==> src/rtl/ocp_pkg.sv <==
`timescale 1ns/1ps
package ocp_pkg;

    localparam int unsigned OP_W    = 3;
    localparam int unsigned PHASE_W = 3;

    // Gray-ordered phases of one instruction frame
    typedef enum logic [PHASE_W-1:0] {
        PH_IDLE  = 3'b000,
        PH_FETCH = 3'b001,
        PH_HOLD  = 3'b011,
        PH_STEP  = 3'b010,
        PH_ADDR  = 3'b110,
        PH_OPRD  = 3'b111,
        PH_EXEC  = 3'b101,
        PH_WRB   = 3'b100
    } phase_e;

    typedef enum logic [OP_W-1:0] {
        OP_NOP = 3'd0,
        OP_INC = 3'd1,
        OP_ADD = 3'd2,
        OP_NOT = 3'd3,
        OP_XOR = 3'd4,
        OP_LDA = 3'd5,
        OP_STA = 3'd6,
        OP_JMP = 3'd7
    } opcode_e;

    typedef struct packed {
        logic rd;       // memory read strobe
        logic wr;       // memory write strobe
        logic ir_ld;    // capture instruction word
        logic pc_inc;   // advance program counter
        logic pc_ld;    // load program counter from operand field
        logic opnd_ld;  // capture memory operand
        logic acc_ld;   // write ALU result to accumulator
        logic sel_ir;   // address from operand field
    } ctrl_t;

endpackage

==> src/rtl/ocp_sequencer.sv <==
`timescale 1ns/1ps
module ocp_sequencer
    import ocp_pkg::*;
(
    input  logic    clk,
    input  logic    rst_n,
    input  opcode_e op,
    output phase_e  phase_q,
    output ctrl_t   ctrl
);

    phase_e phase_d;

    always_comb begin
        phase_d = PH_IDLE;
        ctrl    = '0;
        unique case (phase_q)
            PH_IDLE:  phase_d = PH_FETCH;
            PH_FETCH: begin
                phase_d    = PH_HOLD;
                ctrl.rd    = 1'b1;
                ctrl.ir_ld = 1'b1;
            end
            PH_HOLD:  phase_d = PH_STEP;
            PH_STEP: begin
                phase_d     = PH_ADDR;
                ctrl.pc_inc = 1'b1;
            end
            PH_ADDR: begin
                phase_d     = PH_OPRD;
                ctrl.sel_ir = 1'b1;
            end
            PH_OPRD: begin
                phase_d     = PH_EXEC;
                ctrl.sel_ir = 1'b1;
                if (op == OP_ADD || op == OP_XOR || op == OP_LDA) begin
                    ctrl.rd      = 1'b1;
                    ctrl.opnd_ld = 1'b1;
                end
                if (op == OP_JMP) ctrl.pc_ld = 1'b1;
            end
            PH_EXEC: begin
                phase_d     = PH_WRB;
                ctrl.sel_ir = 1'b1;
                ctrl.acc_ld = (op == OP_INC) || (op == OP_ADD) || (op == OP_NOT)
                           || (op == OP_XOR) || (op == OP_LDA);
            end
            PH_WRB: begin
                phase_d     = PH_IDLE;
                ctrl.sel_ir = 1'b1;
                ctrl.wr     = (op == OP_STA);
            end
            default:  phase_d = PH_IDLE;
        endcase
    end

    always_ff @(posedge clk or negedge rst_n) begin
        if (!rst_n) phase_q <= PH_IDLE;
        else        phase_q <= phase_d;
    end

endmodule

==> src/rtl/ocp_alu.sv <==
`timescale 1ns/1ps
module ocp_alu
    import ocp_pkg::*;
#(
    parameter int unsigned DATA_W = 8
) (
    input  opcode_e           op,
    input  logic [DATA_W-1:0] acc,
    input  logic [DATA_W-1:0] opnd,
    output logic [DATA_W-1:0] res
);

    always_comb begin
        unique case (op)
            OP_INC:  res = acc + DATA_W'(1);
            OP_ADD:  res = acc + opnd;
            OP_NOT:  res = ~acc;
            OP_XOR:  res = acc ^ opnd;
            OP_LDA:  res = opnd;
            default: res = acc;
        endcase
    end

endmodule

==> src/rtl/ocp_core.sv <==
`timescale 1ns/1ps
module ocp_core
    import ocp_pkg::*;
#(
    parameter int unsigned DATA_W = 8,
    parameter int unsigned ADDR_W = 5   // DATA_W must equal ADDR_W + OP_W
) (
    input  logic              clk,
    input  logic              rst_n,
    output logic [ADDR_W-1:0] mem_addr,
    output logic              mem_rd,
    output logic              mem_wr,
    output logic [DATA_W-1:0] mem_wdata,
    input  logic [DATA_W-1:0] mem_rdata,
    output logic [DATA_W-1:0] acc_out,
    output logic              acc_zero
);

    localparam int unsigned OP_LSB = DATA_W - OP_W;

    typedef struct packed {
        logic [ADDR_W-1:0] pc;
        logic [DATA_W-1:0] ir;
        logic [DATA_W-1:0] opnd;
        logic [DATA_W-1:0] acc;
    } dp_t;

    dp_t st_d, st_q;

    logic [ADDR_W-1:0] pc_q;
    logic [DATA_W-1:0] ir_q;
    logic [DATA_W-1:0] acc_q;
    logic [DATA_W-1:0] alu_res;
    opcode_e           op;
    phase_e            phase_q;
    ctrl_t             ctrl;

    assign pc_q  = st_q.pc;
    assign ir_q  = st_q.ir;
    assign acc_q = st_q.acc;
    assign op    = opcode_e'(ir_q[DATA_W-1:OP_LSB]);

    ocp_sequencer u_seq (
        .clk     (clk),
        .rst_n   (rst_n),
        .op      (op),
        .phase_q (phase_q),
        .ctrl    (ctrl)
    );

    ocp_alu #(.DATA_W(DATA_W)) u_alu (
        .op   (op),
        .acc  (acc_q),
        .opnd (st_q.opnd),
        .res  (alu_res)
    );

    always_comb begin
        st_d = st_q;
        if (ctrl.ir_ld)   st_d.ir   = mem_rdata;
        if (ctrl.pc_inc)  st_d.pc   = pc_q + ADDR_W'(1);
        if (ctrl.pc_ld)   st_d.pc   = ir_q[ADDR_W-1:0];
        if (ctrl.opnd_ld) st_d.opnd = mem_rdata;
        if (ctrl.acc_ld)  st_d.acc  = alu_res;
    end

    always_ff @(posedge clk or negedge rst_n) begin
        if (!rst_n) st_q <= '0;
        else        st_q <= st_d;
    end

    assign mem_addr  = ctrl.sel_ir ? ir_q[ADDR_W-1:0] : pc_q;
    assign mem_rd    = ctrl.rd;
    assign mem_wr    = ctrl.wr;
    assign mem_wdata = ctrl.wr ? acc_q : '0;
    assign acc_out   = acc_q;
    assign acc_zero  = (acc_q == '0);

endmodule

==> config.mk <==
export PLATFORM = sky130hd
export DESIGN_NAME = ocp_core
export DESIGN_NICKNAME = d
export VERILOG_FILES = /design/src/rtl/ocp_pkg.sv /design/src/rtl/ocp_sequencer.sv /design/src/rtl/ocp_alu.sv /design/src/rtl/ocp_core.sv
export SDC_FILE = /design/constraint.sdc
export NUM_CORES = 1
export LEC_CHECK = 0
export BUFFER_PORTS_ARGS = -buffer_cell sky130_fd_sc_hd__buf_4
export CAP_MARGIN = 20
export CORE_ASPECT_RATIO = 1.4
export CORE_MARGIN = 5
export CORE_UTILIZATION = 53
export CTS_BUF_LIST = sky130_fd_sc_hd__clkbuf_8
export DETAILED_ROUTE_END_ITERATION = 8
export GPL_TIMING_DRIVEN = 0
export PLACE_DENSITY = 0.75
export SLEW_MARGIN = 0
export SYNTH_ARGS = -nofsm -noshare
export SYNTH_HDL_FRONTEND = slang
export SYNTH_SLANG_ARGS = --single-unit
==> constraint.sdc <==
create_clock -name clk -period 3 [get_ports clk]
set_input_delay 0 -clock clk [delete_from_list [all_inputs] [get_ports clk]]
set_output_delay 0 -clock clk [all_outputs]
set_load 0.1 [all_outputs]
==> impl_results.md, run 1 <==
- Number of ports placed on the die boundary: 34
- Hold Vio Cnt, Final: 0
- Clock tree root buffer cell: clkbuf_8
- Count of port buffers added during placement: 33
- Residual antenna-violating net count after detailed routing: 0
- CTS-repair resized insts: 0
- Critical path type: reg -> reg
- Most common library cell in the layout ignoring fill and taps: buf_4
- Final Max Tran Viols: 0
- Vias per std cell: about 6
- Setup WS post-layout: 0.279 ns
- Clock power frac: a little under a quarter
- FFs w/ async S/R, synth: 100%
- Die Outline Area: 5730 µm²
- Fraction of layout instances using a drive strength above 1: around 30%
- Endpoints failing setup: 0
- Arrival time reported for the critical path endpoint: approximately 2.9 ns
- Number of buffers created by CTS: 5
- Final critical-path required period: between 2 and 3 ns
- DRC violation count after routing: 0
- Setup TNS: 0 ns
- Syn avg cell area: between 9 and 10 µm²
- Vias: just under 2,000
- Cell-internal power: approximately 1100 µW
- Synth Instances: 241
- Area of the mapped netlist: ~2300 µm²
- PwrDens: just over 700 nW/µm²
- Yosys top cell by area: dfrtp_1
- Post-synth EDFFs: 0
- Initial antenna violation count: 0
- Synth Flop Type: dfrtp_1
- Worst ir drop on vdd: between 400 and 500 µV
- Number of detailed-routing iterations run before antenna repair: 4
- Status: complete, no violations
- Total leakage power: roughly 0.0013 µW
- CP Capture Type: flip-flop
- Pre-CTS WS: between 0.2 and 0.25 ns
- Ant. Diodes: 0
- Layout Nets: just over 300
- Cell Rows: 28
- Worst-skew pair later-pin latency: 0.28 ns
- Die Ht: between 80 and 90 µm
- Placer Congestion: a little over 0.8
- Syn nets: about 260
- Part of the total power dissipated in sequential elements: around 31%
- RSZ-0062 raised after global routing: false
- Kind of start point of the critical path: flip-flop
- Drt total wl: approximately 5.5 mm
- Most area-consuming cells after synthesis: dfrtp_1 35%, mux2_2 10%, ha_1 5.5%, o21ai_0 4.0%, buf_4 3.3%
- Clock tree from TritonCTS: done
- Leftover overflow at the end of global routing: 0
- Worst Hold Margin: just under 0.2 ns
- Number of synthesized register bits: 32
- Synth warn: 0
- Wire length of the first global-routing pass: around 9.4 mm
- Switching power of the nets: about 900 µW
- GRT Total Usage: about a fifth
- Starting density of the core: 54.2%
- Skew final: roughly 0.0065 ns
- Number of global-route vias before repair: 2,010
- Fraction of power spent switching nets: between 40% and 50%
- Largest driver fanout on the critical path: 9
- Max-cap violation count: 0
- Area growth, synth to finish: 23.1%
- Maximum operating frequency: ~370 MHz
- Normalized max-slew margin: 49.2%
- Placeable core region: ~4200 µm²
- Pin count of the biggest net entering global routing: 33
- Post-synthesis sequential area ratio: a little over a third
- Sinks on the clock net: 32
- Commonest cells after routing, fill and taps aside: 43 x buf_4, 32 x dfrtp_1, 21 x mux2_2
- Clock-pin slew of the registers on the worst-case setup and hold paths: around 0.07 ns
- Class of the worst hold path: in -> async
- Library cells used by synthesis: 54
- Number of violations reported at the end of detailed-routing iteration 0: between 100 and 150
- Maximum clock path buffer count: 2
- Horizontal die dimension: ~65 µm
- Wire length per cell after detailed routing: 16.3 µm
- Worst EP required: between 3 and 4 ns
- Number of H-tree levels: 2
- Proportion of power drawn by combinational gates: between 40% and 50%
- Slew at the pin closest to its max-slew limit: roughly 0.76 ns
- Portion of the clock cycle consumed by the worst path in the final layout: between 90 and 100%
- R2R setup slack: approximately 0.28 ns
- Detailed placement HPWL: about 4.1 mm
- Fraction of synthesized cell area taken by the top area cell type: a little over a third
[final timing paths]
kind / from / to / cells past startpoint
hold reg to reg: ir_q[2] / pc_q[2] / 2
max in group asynchronous: rst_n / st_q[10] / 2
min in group clk: mem_rdata[5] / ir_q[5] / 4
setup reg to reg: ir_q[5] / acc_out[5] / 9
setup / recovery: ir_q[5] / acc_out[5] / 9
hold / removal: rst_n / ir_q[1] / 2
[state kept, by name, indices dropped and copies added (netlist names), named ones only]
signal         cells
acc_out            8
pc_q               5
u_seq.phase_q      1
ir_q               8
st_q               8
[layout make-up]
cell class                      instances  area (µm²)
Clock inverter                          1        30.0
Multi-Input combinational cell        185        1340
Clock buffer                            7        96.3
Fill cell                             370        1400
Inverter                                8        30.0
Timing Repair Buffer                   42         338
Sequential cell                        32         801
Buffer                                 16         110
Tap cell                               45        56.3
[per-stage QoR]
| stage | total power, µW | instances | instance area (µm²) | utilization [%] |
|---|---|---|---|---|
| finish | 2000 | 336 | 2800 | 66.7 |
| detailed placement | 1530 | 319 | 2590 | 61.5 |
| CTS | 2000 | 336 | 2800 | 66.7 |
| global placement | 1510 | 319 | 2590 | 61.5 |
| global route | 2100 | 336 | 2800 | 66.7 |
| floorplan | 1340 | 241 | 2280 | - |
[critical path: stages, from the launching register on]
cell,delay [ns]
dfrtp_1,0.47
nor3b_4,0.42
nand2_1,0.16
inv_1,0.08
ha_1,0.23
a211oi_1,0.33
o21ai_0,0.24
a21o_1,0.20
a31o_2,0.22
mux2_2,0.26
[cell usage after synthesis, drive strengths merged, types with 6 or more instances]
cell and instances:
ha 10, o21ai 18, inv 7, mux2 21, buf 15, a211oi 6
nor3 8, nor2 16, nand2 15, dfrtp 32, a21oi 13, and2 11
[timing repair]
item                                   in CTS  in global routing
endpoints found under the hold margin      48                  0
hold buffers                                9                  0
buffers inserted                            0                  0
[per-layer routing]
layer | wire length, µm | track usage (%)
met5 | 0 | 0
met2 | 2860 | 39.0
met4 | 145 | 8.11
met3 | 270 | 4.49
met1 | 2190 | 23.6
[cells by family after synthesis]
group | count (synthesis) | share of synthesized area, %
and+or+nand+nor | 85 | 22.1
AOI/OAI and AO/OA | 61 | 17.0
DFF | 32 | 35.1
buffers and inverters | 24 | 6.15
muxes | 24 | 11.7
adders and majority gates | 11 | 6.37
xor gates and xnor gates | 4 | 1.54
[power groups by stage]
stage	clock network [µW]	logic [µW]	registers, µW
floorplan	0	756	582
global placement	0	900	615
detailed placement	0	914	619
CTS	467	926	612
global route	489	988	626
finish	459	923	614
Note: power is estimated with default switching activity, not from simulation.
==> run 2: changes to the inputs <==
--- a/config.mk
+++ b/config.mk
@@ -9,5 +9,5 @@
 export CAP_MARGIN = 20
 export CORE_ASPECT_RATIO = 1.4
-export CORE_MARGIN = 5
+export CORE_MARGIN = 2
 export CORE_UTILIZATION = 53
 export CTS_BUF_LIST = sky130_fd_sc_hd__clkbuf_8
==> constraint.sdc (replaced) <==
create_clock -name clk -period 3 [get_ports clk]
set_input_delay 0 -clock clk [delete_from_list [all_inputs] [get_ports clk]]
set_output_delay 0 -clock clk [all_outputs]
set_load 0.01 [all_outputs]
==> run 2 against run 1 <==
Net effect:
- clock-buffer cell count fell by 2
- wire length fell by 2.7%
- via count rose by 1.1%
- non-clock buffer count did not move
- utilization barely moved
- clock skew fell by 0.0023 ns
- hold slack got worse by 0.015 ns
- first-iteration DRC count fell by 45%
- power fell by 21%
- clock power fell by 11%
- critical endpoint unchanged
==> impl_results.md, run 2 (synthesis results as in run 1) <==
- Die Outline Area: 4850 µm² (-15%)
- Slew at the pin closest to its max-slew limit: 0.765 ns (+0.00550 ns)
- Die Ht: 81.6 µm (-6.9%)
- Pin count of the biggest net entering global routing: 33 (unchanged)
- Number of buffers created by CTS: 5 (unchanged)
- Placed cells: 319 (unchanged)
- Horizontal die dimension: 59.4 µm (-9.2%)
- Wire length per cell after detailed routing: 15.8 µm (-2.7%)
- Skew final: 0.00420 ns (-0.00233 ns)
- Clock tree from TritonCTS: done
- Worst EP required: 3.17 ns (about the same)
- Critical path type: reg -> reg
- Number of detailed-routing iterations run before antenna repair: 4 (unchanged)
- Final Max Tran Viols: 0 (unchanged)
- Ant. Diodes: 0 (unchanged)
- Total power: 1570 µW (-21%)
- Cells on worst reg2reg path: 9 (unchanged)
- Detailed placement HPWL: 3.93 mm (-4.5%)
- Arrival time reported for the critical path endpoint: 2.86 ns (-0.03 ns)
- Number of H-tree levels: 2 (unchanged)
- Wire length of the first global-routing pass: 8.56 mm (-9.2%)
- Worst Path Buf+Inv: 1 (unchanged)
- Maximum clock path buffer count: 2 (unchanged)
- Layout Nets: 311 (unchanged)
- Number of cells on the critical path: 9 (unchanged)
- Worst ir drop on vdd: 444 µV (+0.44%)
- Total leakage power: 0.00126 µW (-0.42%)
- Cells along the critical path: nor3b_4, nand2_1, inv_1, ha_1, a211oi_1, o21ai_0, a21o_1, a31o_2, mux2_2
- Class of the worst hold path: in -> async
- Cell Rows: 28 (unchanged)
- Clock-pin slew of the registers on the worst-case setup and hold paths: 0.07 ns (about the same)
- Placer Congestion: 0.895 (+9.1%)
- Area growth, synth to finish: 22.0%
- Maximum operating frequency: 372 MHz (+1.2%)
- DRC violation count after routing: 0 (unchanged)
- Portion of the clock cycle consumed by the worst path in the final layout: 89.7% (-1.0 points)
- RSZ-0062 raised after global routing: false
- Residual antenna-violating net count after detailed routing: 0 (unchanged)
- Largest stage delay on the critical path: 0.46 ns (about the same)
- Hold Vio Cnt, Final: 0 (unchanged)
- Layout Cells excl Fill: 336 (unchanged)
- Initial antenna violation count: 0 (unchanged)
- Drt total wl: 5.32 mm (-2.7%)
- Number of violations reported at the end of detailed-routing iteration 0: 74 (-45%)
- Largest driver fanout on the critical path: 9 (unchanged)
- Cell family with the largest share of critical-path delay: compound AO/OA/AOI/OAI gates
- Kind of start point of the critical path: flip-flop
- Normalized max-slew margin: 48.8% (-0.37 points)
- Critical path's slowest cell: dfrtp_1
- FILL cells: 374 (+1.1%)
- Starting density of the core: 54.7% (+0.46 points)
- Setup TNS: 0 ns (unchanged)
- Setup WS post-layout: 0.310 ns (+0.0313 ns)
- GRT Total Usage: 23.5% (+2.3 points)
- PwrDens: 564 nW/µm² (-21%)
- Vias: 1,985 (+1.1%)
- Count of port buffers added during placement: 33 (unchanged)
- Pre-CTS WS: 0.318 ns (+0.0728 ns)
- Final critical-path required period: 2.69 ns (-0.0313 ns)
- Status: complete, no violations
- Endpoints failing setup: 0 (unchanged)
- Worst-skew pair later-pin latency: 0.28 ns (about the same)
- Number of hold buffers added after cts: 9 (unchanged)
- Number of global-route vias before repair: 1,847 (-8.1%)
- CP Capture Type: flip-flop
- Placeable core region: 4170 µm² (-0.83%)
- Leftover overflow at the end of global routing: 0 (unchanged)
- Number of ports placed on the die boundary: 34 (unchanged)
- Clock tree root buffer cell: clkbuf_8
- Sinks on the clock net: 32 (unchanged)
- Most common library cell in the layout ignoring fill and taps: buf_4
- Total setup buffers inserted after CTS: 0 (unchanged)
- Fraction of layout instances using a drive strength above 1: 29.6% (-0.69 points)
- Vias per std cell: 5.91 (+1.1%)
- CTS-repair resized insts: 0 (unchanged)
- End-of-flow core utilization: 66.7% (about the same)
- Max-cap violation count: 0 (unchanged)
- Commonest cells after routing, fill and taps aside: 43 x buf_4, 32 x dfrtp_1, 21 x mux2_2
==> run 2: cell count changes in the layout (fill, tap and decap cells not counted) <==
cell / change
nor3_1: +1
nor3_2: -1
clkinv_2: +1
clkbuf_8: -2
inv_1: +1
==> run 2: layout make-up <==
type	instances	area [µm²]	share of cell area, %
multi-input combinational	185	1340	48.1
sequential	32	801	28.8
inverter	8	30.0	1.08
clock buffer	5	68.8	2.48
buffer	16	110	3.96
timing repair buffer	42	338	12.2
clock inverter	3	38.8	1.40
tap	45	56.3	2.03
==> run 2: routing by layer <==
metal | track usage [%] | up-vias | part of all wire [%]
li1 | - | 971 | -
met2 | 42.6 | 58 | 54
met3 | 3.62 | 9 | 3.5
met5 | 0 | - | 0
met1 | 27.3 | 947 | 41
met4 | 8.41 | 0 | 1.6
==> run 2: through the flow <==
step           instance area, µm²  hold slack [ns]
4_1_cts                      2780            0.211
3_3_place_gp                 2580          -0.0358
5_1_grt                      2780            0.237
2_1_floorplan                2280           -0.296
3_5_place_dp                 2580          -0.0324
6_report                     2780            0.180
==> run 2: report_power, final <==
part | switching [µW] | total [µW] | internal (µW)
Clock | 167 | 410 | 243
Combinational | 245 | 545 | 301
Sequential | 108 | 612 | 504
==> run 2: final timing paths <==
check	start	end	slack, ns
setup reg to reg	ir_q[5]	acc_out[5]	0.31
min in group clk	mem_rdata[5]	ir_q[5]	0.48
max in group asynchronous	rst_n	st_q[8]	2.51
setup / recovery	ir_q[5]	acc_out[5]	0.31
hold / removal	rst_n	acc_out[7]	0.18
hold reg to reg	ir_q[2]	pc_q[2]	0.53
==> run 3: changes to the inputs <==
Settings changed: CORE_UTILIZATION 53 to 45, PLACE_DENSITY 0.75 to 0.65, SETUP_SLACK_MARGIN from default to 0.1.
==> run 3 against run 2 <==
Net effect:
- utilization is 9.2 points lower
- sequential power hardly changed
- critical path depth stayed put
- cell area is 0.85% higher
- first-iteration DRC count is 9.5% lower
- clock-buffer cell count stayed put
- largest power group unchanged
- via count is 1.6% lower
- non-clock buffer count stayed put
- register-to-register slack hardly changed
==> impl_results.md, run 3 (synthesis results as in run 1) <==
- Status: complete, no violations
- Setup TNS: 0 ns (unchanged)
- Final Max Tran Viols: 0 (unchanged)
- Die Ht: 88.2 µm (+8.1%)
- Commonest cells after routing, fill and taps aside: 43 x buf_4, 32 x dfrtp_1, 21 x mux2_2
- Most common library cell in the layout ignoring fill and taps: buf_4
- Number of ports placed on the die boundary: 34 (unchanged)
- Drt total wl: 5.46 mm (+2.7%)
- Pin count of the biggest net entering global routing: 33 (unchanged)
- Ant. Diodes: 0 (unchanged)
- CTS-repair resized insts: 0 (unchanged)
- Worst ir drop on vdd: 324 µV (-27%)
- Endpoints failing setup: 0 (unchanged)
- Starting density of the core: 46.7% (-8.0 points)
- Worst EP required: 3.18 ns (about the same)
- Vias per std cell: 5.50 (-6.8%)
- R2R setup slack: 0.30 ns (about the same)
- Class of the worst hold path: in -> async
- Final critical-path required period: 2.70 ns (+0.0125 ns)
- Wire length per cell after detailed routing: 15.4 µm (-2.8%)
- Count of port buffers added during placement: 33 (unchanged)
- Kind of start point of the critical path: flip-flop
- End-of-flow core utilization: 57.5% (-9.2 points)
- Slew at the pin closest to its max-slew limit: 0.770 ns (+0.00574 ns)
- Total leakage power: 0.00126 µW (unchanged)
- Leftover overflow at the end of global routing: 0 (unchanged)
- Worst Hold Margin: 0.183 ns (+0.00309 ns)
- Layout Cells excl Fill: 355 (+5.7%)
- Cell Rows: 30 (+7.1%)
- Met1 Usage GRT: 25.3% (-2.1 points)
- Peak-usage layer in the global routing report: met2
- Cells on worst reg2reg path: 9 (unchanged)
- Vias: 1,954 (-1.6%)
- Number of violations reported at the end of detailed-routing iteration 0: 67 (-9.5%)
- Total area of multi-input combinational cells: 1340 µm² (unchanged)
- Met2 track utilization from global routing: 38.1% (-4.6 points)
- Skew final: 0.00600 ns (+0.00180 ns)
- Portion of the clock cycle consumed by the worst path in the final layout: 90.1% (+0.42 points)
- Placer Congestion: 0.801 (-11%)
- Number of global-route vias before repair: 1,854 (+0.38%)
- DRC violation count after routing: 0 (unchanged)
- Launch instance of the worst register-to-register path: ir_q[5]
- Sequential standard cell area: 801 µm² (unchanged)
- Final instance area: 2800 µm² (+0.85%)
- Detailed placement HPWL: 4.08 mm (+3.8%)
- Residual antenna-violating net count after detailed routing: 0 (unchanged)
- Max-cap violation count: 0 (unchanged)
- Maximum clock path buffer count: 2 (unchanged)
- Arrival time reported for the critical path endpoint: 2.88 ns (+0.02 ns)
- Worst reg2reg endpoint: acc_out[5]
- Hold Vio Cnt, Final: 0 (unchanged)
- Layout Nets: 311 (unchanged)
- Die Outline Area: 5660 µm² (+17%)
- Number of buffers created by CTS: 5 (unchanged)
- Critical path type: reg -> reg
- Sinks on the clock net: 32 (unchanged)
- Startpoint of the worst setup timing path: ir_q[5]
- Normalized max-slew margin: 48.4% (-0.38 points)
- Clock tree root buffer cell: clkbuf_8
- Grt met3 use: 2.83% (-0.79 points)
- Fraction of layout instances using a drive strength above 1: 29.6% (unchanged)
- Area growth, synth to finish: 23.1%
- Clock-pin slew of the registers on the worst-case setup and hold paths: 0.07 ns (about the same)
- Total setup buffers inserted after CTS: 0 (unchanged)
- PwrDens: 562 nW/µm² (-0.41%)
- Clock tree from TritonCTS: done
- RSZ-0062 raised after global routing: false
- Horizontal die dimension: 64.1 µm (+7.9%)
- Wire length of the first global-routing pass: 9.21 mm (+7.6%)
- Largest driver fanout on the critical path: 9 (unchanged)
- Initial antenna violation count: 0 (unchanged)
- CP Capture Type: flip-flop
- Placed cells: 338 (+6.0%)
- Placeable core region: 4880 µm² (+17%)
- GRT Total Usage: 21.2% (-2.3 points)
- FILL cells: 473 (+26%)
- Worst-skew pair later-pin latency: 0.29 ns (about the same)
- Maximum operating frequency: 370 MHz (-0.46%)
- Placement-stage cell area: 2610 µm² (+0.92%)
- Number of H-tree levels: 2 (unchanged)
- Number of detailed-routing iterations run before antenna repair: 5 (+1)
-- run 3: cell counts in the layout (fill, tap and decap cells not counted) --
Identical to the previous run, type by type.
-- run 3: area by class of cell --
| class | instances | area share (%) |
|---|---|---|
| well taps | 64 | 2.86 |
| repair buffers | 42 | 12.0 |
| multi-input cells | 185 | 47.7 |
| plain buffers | 16 | 3.93 |
| flip-flops and latches | 32 | 28.6 |
| clock buffers | 5 | 2.45 |
| inverters | 8 | 1.07 |
| clock inverters | 3 | 1.38 |
-- run 3: metrics by stage --
stage / setup WS (ns) / power (µW)
2_1_floorplan: 0.679 / 963
3_3_place_gp: 0.311 / 1140
3_5_place_dp: 0.273 / 1160
4_1_cts: 0.261 / 1580
5_1_grt: 0.117 / 1670
6_report: 0.298 / 1570
-- run 3: where the power goes --
group	internal (µW)	switching (µW)	total (µW)
sequential	504	108	613
clock	243	173	416
combinational	301	245	546
-- run 3: repair_timing --
item                                    4_1_cts  5_1_grt
endpoints found under the setup margin        0        0
hold buffers                                  9        0
endpoints found under the hold margin        48        0
-- run 3: routing by layer --
metal	part of all wire, %	routed length [µm]	vias up
li1	-	-	972
met1	42	2320	917
met2	52	2820	54
met3	3.3	178	11
met4	2.6	142	0
met5	0	0	-
-- run 3: how the worst max path moves through the flow --
stage,endpoint,slack [ns],depth (start not counted)
floorplan,acc_out[5],0.68,9
global placement,acc_out[5],0.31,9
detailed placement,acc_out[5],0.27,9
CTS,acc_out[5],0.26,9
global route,acc_out[7],0.12,9
finish,acc_out[5],0.30,9
-- run 3: critical path, cell delays in order, from the launching register on --
cell      delay, ns
dfrtp_1        0.46
nor3b_4        0.41
nand2_1        0.16
inv_1          0.08
ha_1           0.23
a211oi_1       0.32
o21ai_0        0.24
a21o_1         0.20
a31o_2         0.21
mux2_2         0.26
